### src/rtl/hsdf_pkg.sv
package hsdf_pkg;

  typedef enum logic [1:0] {
    ST_IDLE = 2'd0,
    ST_HUNT = 2'd1,
    ST_DATA = 2'd2,
    ST_DONE = 2'd3
  } hsdfState_e;

  // control -> datapath
  typedef struct packed {
    logic run;    // line active, symbols are tracked
    logic hunt;   // searching for end of preamble
    logic data;   // packet body being decoded
    logic trunc;  // packet lost to squelch this cycle
  } hsdfCtl_t;

  // datapath -> control
  typedef struct packed {
    logic syncHit;
    logic violation;
  } hsdfStat_t;

endpackage

### src/rtl/hsdf_ctrl.sv
module hsdf_ctrl
  import hsdf_pkg::*;
(
  input  logic      clk,
  input  logic      rstN,
  input  logic      squelch,
  input  hsdfStat_t stat,
  output hsdfCtl_t  ctl
);

  hsdfState_e state, stateNxt;

  always_comb begin
    stateNxt = state;
    unique case (state)
      ST_IDLE: if (!squelch) stateNxt = ST_HUNT;
      ST_HUNT: begin
        if (squelch)           stateNxt = ST_IDLE;
        else if (stat.syncHit) stateNxt = ST_DATA;
      end
      ST_DATA: begin
        if (squelch)             stateNxt = ST_IDLE;
        else if (stat.violation) stateNxt = ST_DONE;
      end
      ST_DONE: if (squelch) stateNxt = ST_IDLE;
      default: stateNxt = ST_IDLE;
    endcase
  end

  always_ff @(posedge clk) begin
    if (!rstN) state <= ST_IDLE;
    else       state <= stateNxt;
  end

  always_comb begin
    ctl.run   = !squelch && (state != ST_DONE);
    ctl.hunt  = !squelch && (state == ST_HUNT);
    ctl.data  = !squelch && (state == ST_DATA);
    ctl.trunc =  squelch && (state == ST_DATA);
  end

endmodule

### src/rtl/hsdf_datapath.sv
module hsdf_datapath
  import hsdf_pkg::*;
#(
  parameter int BYTE_W         = 8,
  parameter int SYNC_MIN_ZEROS = 8,
  parameter int STUFF_RUN      = 6
) (
  input  logic              clk,
  input  logic              rstN,
  input  logic              lineSym,
  input  hsdfCtl_t          ctl,
  output hsdfStat_t         stat,
  output logic [BYTE_W-1:0] rxByte,
  output logic              rxValid,
  output logic              rxSop,
  output logic              rxEop,
  output logic              rxAlignErr,
  output logic              rxTrunc
);

  localparam int ZW = $clog2(SYNC_MIN_ZEROS + 1);
  localparam int OW = $clog2(STUFF_RUN + 1);
  localparam int BW = (BYTE_W > 1) ? $clog2(BYTE_W) : 1;
  localparam logic [ZW-1:0] Z_MIN  = ZW'(SYNC_MIN_ZEROS);
  localparam logic [OW-1:0] O_RUN  = OW'(STUFF_RUN);
  localparam logic [BW-1:0] B_LAST = BW'(BYTE_W - 1);

  logic              prevSym, primed;
  logic [ZW-1:0]     zeroCnt;
  logic [OW-1:0]     onesCnt;
  logic [BW-1:0]     bitCnt;
  logic [BYTE_W-1:0] shReg;
  logic              firstPend;

  logic decBit, bitOk, inData, stuffed, violation, accept, byteDone, syncHit;
  logic [BYTE_W-1:0] byteNxt;

  always_comb begin
    decBit    = (lineSym == prevSym);
    bitOk     = ctl.run && primed;
    syncHit   = ctl.hunt && bitOk && decBit && (zeroCnt >= Z_MIN);
    inData    = ctl.data && bitOk;
    stuffed   = inData && !decBit && (onesCnt == O_RUN);
    violation = inData &&  decBit && (onesCnt == O_RUN);
    accept    = inData && !stuffed && !violation;
    byteDone  = accept && (bitCnt == B_LAST);
    byteNxt   = {decBit, shReg[BYTE_W-1:1]};
    stat.syncHit   = syncHit;
    stat.violation = violation;
  end

  // symbol history
  always_ff @(posedge clk) begin
    if (!rstN) begin
      primed  <= 1'b0;
      prevSym <= 1'b0;
    end else if (!ctl.run) begin
      primed  <= 1'b0;
    end else begin
      primed  <= 1'b1;
      prevSym <= lineSym;
    end
  end

  // preamble hunt
  always_ff @(posedge clk) begin
    if (!rstN || !ctl.hunt) begin
      zeroCnt <= '0;
    end else if (bitOk) begin
      if (decBit)              zeroCnt <= '0;
      else if (zeroCnt < Z_MIN) zeroCnt <= zeroCnt + 1'b1;
    end
  end

  // destuffing and byte assembly
  always_ff @(posedge clk) begin
    if (!rstN || !ctl.data) begin
      onesCnt <= '0;
      bitCnt  <= '0;
      shReg   <= '0;
    end else if (stuffed) begin
      onesCnt <= '0;
    end else if (accept) begin
      onesCnt <= decBit ? onesCnt + 1'b1 : '0;
      bitCnt  <= (bitCnt == B_LAST) ? '0 : bitCnt + 1'b1;
      shReg   <= byteNxt;
    end
  end

  always_ff @(posedge clk) begin
    if (!rstN)         firstPend <= 1'b0;
    else if (syncHit)  firstPend <= 1'b1;
    else if (byteDone || !ctl.run) firstPend <= 1'b0;
  end

  // output strobes
  always_ff @(posedge clk) begin
    if (!rstN) begin
      rxByte     <= '0;
      rxValid    <= 1'b0;
      rxSop      <= 1'b0;
      rxEop      <= 1'b0;
      rxAlignErr <= 1'b0;
      rxTrunc    <= 1'b0;
    end else begin
      if (byteDone) rxByte <= byteNxt;
      rxValid    <= byteDone;
      rxSop      <= byteDone && firstPend;
      rxEop      <= violation;
      rxAlignErr <= violation && (bitCnt != B_LAST);
      rxTrunc    <= ctl.trunc;
    end
  end

endmodule

### src/rtl/hs_rx_deframer.sv
module hs_rx_deframer
  import hsdf_pkg::*;
#(
  parameter int BYTE_W         = 8,
  parameter int SYNC_MIN_ZEROS = 8,
  parameter int STUFF_RUN      = 6
) (
  input  logic              clk,
  input  logic              rstN,
  input  logic              squelch,
  input  logic              lineSym,
  output logic [BYTE_W-1:0] rxByte,
  output logic              rxValid,
  output logic              rxSop,
  output logic              rxEop,
  output logic              rxAlignErr,
  output logic              rxTrunc
);

  hsdfCtl_t  ctl;
  hsdfStat_t stat;

  hsdf_ctrl u_ctrl (
    .clk     (clk),
    .rstN    (rstN),
    .squelch (squelch),
    .stat    (stat),
    .ctl     (ctl)
  );

  hsdf_datapath #(
    .BYTE_W         (BYTE_W),
    .SYNC_MIN_ZEROS (SYNC_MIN_ZEROS),
    .STUFF_RUN      (STUFF_RUN)
  ) u_dp (
    .clk        (clk),
    .rstN       (rstN),
    .lineSym    (lineSym),
    .ctl        (ctl),
    .stat       (stat),
    .rxByte     (rxByte),
    .rxValid    (rxValid),
    .rxSop      (rxSop),
    .rxEop      (rxEop),
    .rxAlignErr (rxAlignErr),
    .rxTrunc    (rxTrunc)
  );

endmodule

### config.mk
export PLATFORM = sky130hd
export DESIGN_NAME = hs_rx_deframer
export DESIGN_NICKNAME = d
export VERILOG_FILES = /design/src/rtl/hsdf_pkg.sv /design/src/rtl/hsdf_ctrl.sv /design/src/rtl/hsdf_datapath.sv /design/src/rtl/hs_rx_deframer.sv
export SDC_FILE = /design/constraint.sdc
export NUM_CORES = 1
export LEC_CHECK = 0
export BUFFER_PORTS_ARGS = -buffer_cell sky130_fd_sc_hd__buf_2
export CORE_MARGIN = 2
export CORE_UTILIZATION = 28
export CTS_BUF_LIST = sky130_fd_sc_hd__clkbuf_16
export DETAILED_ROUTE_END_ITERATION = 10
export PLACE_DENSITY = 0.53
export SLEW_MARGIN = 20
export SYNTH_ARGS = -nofsm -noshare
export SYNTH_HDL_FRONTEND = slang
export SYNTH_SLANG_ARGS = --single-unit
### constraint.sdc
create_clock -name clk -period 1.9 [get_ports clk]
set_input_delay 0.38 -clock clk [delete_from_list [all_inputs] [get_ports clk]]
set_output_delay 0.38 -clock clk [all_outputs]
set_load 0.005 [all_outputs]
Word-level counts from Yosys, hierarchy flattened
Cells that the tools add are included.
{"block": "word_totals", "regBits": 36, "latchBits": 0, "mem_bits_rw": 0, "romBits": 0, "n_memories": 0}
{"block": "op_classes", "addsub": 3, "multipliers": 0, "div": 0, "n_lt_le_gt_ge": 2, "eq_ne": 12, "n_shift": 0, "muxes": 14, "n_bitwise": 1, "n_reduce_logical": 36}
{"operator": "$logic_and A1 B1 Y1", "count": 18}
{"operator": "$mux W2", "count": 6}
{"operator": "$logic_not A1 Y1", "count": 8}
{"operator": "$mux W4", "count": 2}
{"operator": "$pmux W2 S4", "count": 1}
{"operator": "$add A3 B1 Y3 const B", "count": 2}
{"operator": "$eq A3 B3 Y1 const B", "count": 2}
{"operator": "$mux W3", "count": 2}
{"operator": "$ne A2 B2 Y1 const B", "count": 3}
{"operator": "$ne A3 B2 Y1 const B", "count": 2}
{"operator": "$add A4 B1 Y4 const B", "count": 1}
{"operator": "$eq A2 B2 Y1 const B", "count": 2}
{"operator": "$ge A4 B4 Y1 const B", "count": 1}
{"operator": "$lt A4 B4 Y1 const B", "count": 1}
{"operator": "$reduce_and A2 Y1", "count": 2}
{"operator": "$reduce_and A4 Y1", "count": 1}
{"operator": "$reduce_bool A2 Y1", "count": 2}
{"operator": "$logic_or A1 B1 Y1", "count": 3}
{"operator": "$mux W1", "count": 3}
{"operator": "$ne A3 B3 Y1 const B", "count": 1}
{"operator": "$eq A2 B1 Y1 const B", "count": 1}
{"operator": "$logic_not A2 Y1", "count": 1}
{"operator": "$reduce_or A2 Y1", "count": 1}
{"operator": "$eq A1 B1 Y1", "count": 1}
{"operator": "$not A1 Y1", "count": 1}

Longest topological paths before layout
{"block": "depth", "word_depth": 13, "depth_mapped": 6}

Modules after synthesis
Synthesis repeated with hierarchy kept, for this count alone.
{"block": "unflattened", "hier_cells": 173, "hier_area_um2": 1534.0}
{"module": "hsdf_datapath", "instances": 1, "cells_each": 161, "area_each_um2": 1415.1, "seq_area_each_um2": 660.6}
{"module": "hsdf_ctrl", "instances": 1, "cells_each": 12, "area_each_um2": 118.9, "seq_area_each_um2": 40.0}

Least setup slack after synthesis
OpenSTA, ideal clock, no wires.
{"block": "synth_timing", "path_type": "register -> register", "startpoint": "reg u_dp.onesCnt[0]", "endpoint": "reg u_dp.onesCnt[1]", "arrival_ns": 1.412, "required_ns": 1.827, "slack_ns": 0.415, "path_stages_with_launch": 6, "path_buffers": 0, "path_cell_list": "dfxtp_1 inv_1 ha_1 and2_1 or4_1 o22ai_2"}
{"block": "synth_between", "elab_chain_cells": 5, "elab_cells_between_ends": 10}
{"element": "start, declared", "line": "hsdf_datapath.sv:30", "source": "logic [OW-1:0] onesCnt;"}
{"element": "start signal, assigned", "line": "hsdf_datapath.sv:84", "source": "onesCnt <= decBit ? onesCnt + 1'b1 : '0;"}
{"element": "branches (longest 5 deep; another with $add A3 B1 Y3)"}
Several ways; the timed one is not identified.
A chain may end at the register's enable or synchronous reset.

Final worst setup path
Ends and elaborated chain as after synthesis.

==> implementation parameters <==
Parameter                              Value

Floorplanning
  Initial Utilization    approximately 29%
  Overall die area    about 0.0062 mm2
  Top-level I/O count    17
  Area of the placeable core    0.00544 mm2
  Die width    approximately 79 um
  Floorplan die height    just under 80 um
  Row Count    27

Clock network
  CTS tree    built
  Number of levels the H-tree was split into    2
  Clock transition at the register clock pins on the worst setup and hold paths after CTS    roughly 0.050 ns
  Root Buffer Master    sky130_fd_sc_hd__clkbuf_16
  TritonCTS Sinks    35
  Insertion delay to the later sink of the worst-skew pair    approximately 0.27 ns
  Cts-stage hold buffer count    0
  Maximum clock path buffer count    2
  Resize count post-CTS    0
  Post-CTS Setup Repair Bufs    0
  Number of buffers added by the clock tree synthesis step    5

Worst setup path
  Worst Path Required    approximately 2.1 ns
  Cell at the slowest stage of the critical path    sky130_fd_sc_hd__or4_1
  Worst Path Max Fanout    11
  Kind of capture point of the worst setup path    register
  Critical path type    reg -> reg
  Crit path arrival time    between 1.5 and 2 ns
  Stage delay of the slowest cell on the critical path    0.55 ns
  Critical path startpoint category    register
  Cell breakdown of the critical path    inv_1, ha_1, and2_1, or4_1, o22ai_2
  Cell depth of the worst flop-to-flop path    5

Synth
  FFs w/ async S/R, synth    0%
  Part of the Yosys area used for sequential elements    around 45%
  Cell types occupying the most area after synthesis    sky130_fd_sc_hd__dfxtp_1, sky130_fd_sc_hd__nand2_1, sky130_fd_sc_hd__mux2i_1
  Top cell types by occurrence after synthesis    sky130_fd_sc_hd__dfxtp_1, sky130_fd_sc_hd__nand2_1, sky130_fd_sc_hd__nand3_1
  Yosys top cell area share    between 40% and 50%
  Library cell with the highest instance count after synthesis    sky130_fd_sc_hd__dfxtp_1
  Cell area after synthesis    around 0.0016 mm2
  Cell count after synthesis    ~170
  Count of flip-flops with a built-in enable after synthesis    0
  Synthesized netlist net count    between 150 and 200
  Cell variety after synth    38
  Average cell area after synthesis    a little over 9 um2
  Warning count from the yosys run    0
  Library cell occupying the most area in the post-synthesis netlist    sky130_fd_sc_hd__dfxtp_1
  Synthesized flop and latch total    35
  Commonest register cell after synthesis    sky130_fd_sc_hd__dfxtp_1

Finish
  Post-Layout Cell Count    268
  Number of nets in the layout    between 200 and 250
  Area used by multi-input combinational logic    805 um2
  Post-route cell area    between 0.0015 and 0.002 mm2
  Layout cells sized above 1    between 10% and 20%
  Growth of design area from synthesis to finish    20.4%
  Filler cell count    between 500 and 600
  Core Util, Final    34.7%
  Number of antenna cells inserted    0
  Area taken by flip-flops and latches    ~700 um2

Detailed routing
  Post-detailed-route DRC marker count    0
  Count of TritonRoute iterations in the first routing pass    4
  Detail-routed via count per cell    between 4 and 5
  Post-DR wirelength/cell    about 12 um
  Vias after detailed routing    between 1000 and 1500
  Detailed Route WL    3.11 mm
  Initial DRC count    65
  ANT nets after route    0

Power and ir drop
  Combinational cell fraction of total power    3.3%
  Share of total power in sequential cells    a little under 50%
  Internal portion of total power    1.23 mW
  Power density normalized to cell area    816 mW/mm2
  Leak pwr    approximately 0.68 nW
  IR drop worst, VDD    0.475 mV
  Total power    ~1.5 mW
  Total net switching power    just over 0.3 mW
  Switching Fraction    20.2%
  Share of power burned in the clock network    48.4%

STA
  Worst setup skew after layout    0.00307 ns
  Final worst path period share    between 80 and 90%
  Unrepaired setup endpoints after global routing    no
  Final Slew Violations    0
  Setup TNS    0 ns
  Highest attainable clock frequency    607 MHz
  Hold Slack    around 0.42 ns
  Total of endpoints with negative setup slack in the final report    0
  Post-layout minimum cycle time    ~1.6 ns
  Hold violation count in the final report    0
  Slew headroom    between 70% and 80%
  Worst Slack Setup Final    ~0.25 ns
  Slew at the pin closest to its max-slew limit    between 0.4 and 0.5 ns

Global routing
  Global router's overall resource usage    ~11%
  Number of global-route vias before repair    between 1000 and 1500
  Overall overflow remaining after global route    0
  Maximum number of pins on one net before global-route repair    24
  Number of antenna violations at the first check in global routing    0
  Wire length of the first global-routing pass    between 5 and 6 mm

Flow run
  Number of max-capacitance violations reported    0

Placement
  Placed Instances    260
  Pre-CTS setup slack    0.259 ns
  RePlAce Congestion    just under 0.8
  Detailed Place HPWL    about 2.2 mm
  Total cell area at the placement stage    around 0.0018 mm2
  Number of buffers inserted by port buffering    16

Worst hold path
  Type of the worst min-delay path    in -> reg
  Count of cells along the worst hold path    3

Outcome
  Status    finished clean
[area by class of cell]
type,count,area share (%)
Multi-Input combinational cell,125,42.6
Sequential cell,35,37.1
Timing Repair Buffer,24,7.43
Clock buffer,5,6.63
Tap cell,72,4.77
Inverter,4,0.796
Clock inverter,3,0.597
[cells in the final DEF, fill, tap and decap left out, types with 2 or more instances in the layout]
cell type,Yosys,routed
sky130_fd_sc_hd__inv_1,4,5
sky130_fd_sc_hd__a31oi_1,3,3
sky130_fd_sc_hd__buf_4,1,8
sky130_fd_sc_hd__o21ai_0,13,13
sky130_fd_sc_hd__nor2b_1,4,4
sky130_fd_sc_hd__or4_1,2,2
sky130_fd_sc_hd__mux2i_1,8,8
sky130_fd_sc_hd__buf_2,1,16
sky130_fd_sc_hd__a21oi_1,14,14
sky130_fd_sc_hd__clkbuf_16,0,5
sky130_fd_sc_hd__nor3_1,2,2
sky130_fd_sc_hd__nand3b_1,2,2
sky130_fd_sc_hd__ha_1,6,6
sky130_fd_sc_hd__dfxtp_1,35,35
sky130_fd_sc_hd__and3_1,4,4
sky130_fd_sc_hd__and2_1,2,2
sky130_fd_sc_hd__nor2_1,3,3
sky130_fd_sc_hd__nand2b_1,3,3
sky130_fd_sc_hd__nand3_1,16,16
sky130_fd_sc_hd__nand4_1,4,4
sky130_fd_sc_hd__nand2_1,23,23
sky130_fd_sc_hd__clkinv_1,0,2
[cell families (layout without fill, tap and decap cells)]
family                     count (synthesis)  after routing  synth area share, %
muxes                                      8              8                 5.11
and+or+nand+nor                           71             71                 25.2
adders and majority gates                  6              6                 4.79
buffers and inverters                     13             36                 3.91
xor gates and xnor gates                   2              2                 2.08
AOI/OAI and AO/OA                         38             38                 14.1
DFF                                       35             35                 44.7
[power by group through the flow]
stage                     registers (mW)  logic [mW]  clock network (mW)
after floorplan                    0.758      0.0336                   0
after global placement             0.759      0.0513                   0
after detailed placement           0.759      0.0511                   0
after CTS                          0.743      0.0512               0.767
after global routing               0.744      0.0564               0.799
final                              0.744      0.0507               0.745
[path summary, 6_finish.rpt]
kind / from / endpoint / slack (ns)
setup / recovery: u_dp.onesCnt[0] / u_dp.onesCnt[1] / 0.25
hold / removal: lineSym / u_dp.prevSym / 0.42
setup reg to reg: u_dp.onesCnt[0] / u_dp.onesCnt[1] / 0.25
hold reg to reg: u_dp.rxByte[1] / u_dp.rxByte[1] / 0.45
[critical path: cells and delay by family (launching register included)]
family,cells,cell delay [ns]
DFF,1,0.36
buffers and inverters,1,0.07
adders and majority gates,1,0.22
and+or+nand+nor,2,0.82
AOI/OAI and AO/OA,1,0.11
[flip-flops by register name, indices dropped and copies added, names as in the netlist, 2 cells and up]
register	cells
u_dp.rxByte	8
u_dp.bitCnt	3
u_dp.onesCnt	3
u_ctrl.state	2
u_dp.zeroCnt	4
u_dp.shReg	7
[routing by layer]
| metal | part of all wire (%) | global-route usage, % | up-vias |
|---|---|---|---|
| li1 | - | - | 668 |
| met3 | 2.8 | 3.52 | 4 |
| met5 | 0 | 0 | - |
| met1 | 51 | 14.7 | 560 |
| met4 | 1.5 | 4.21 | 0 |
| met2 | 44 | 17.3 | 13 |
Power figures use the tool's default switching activity.
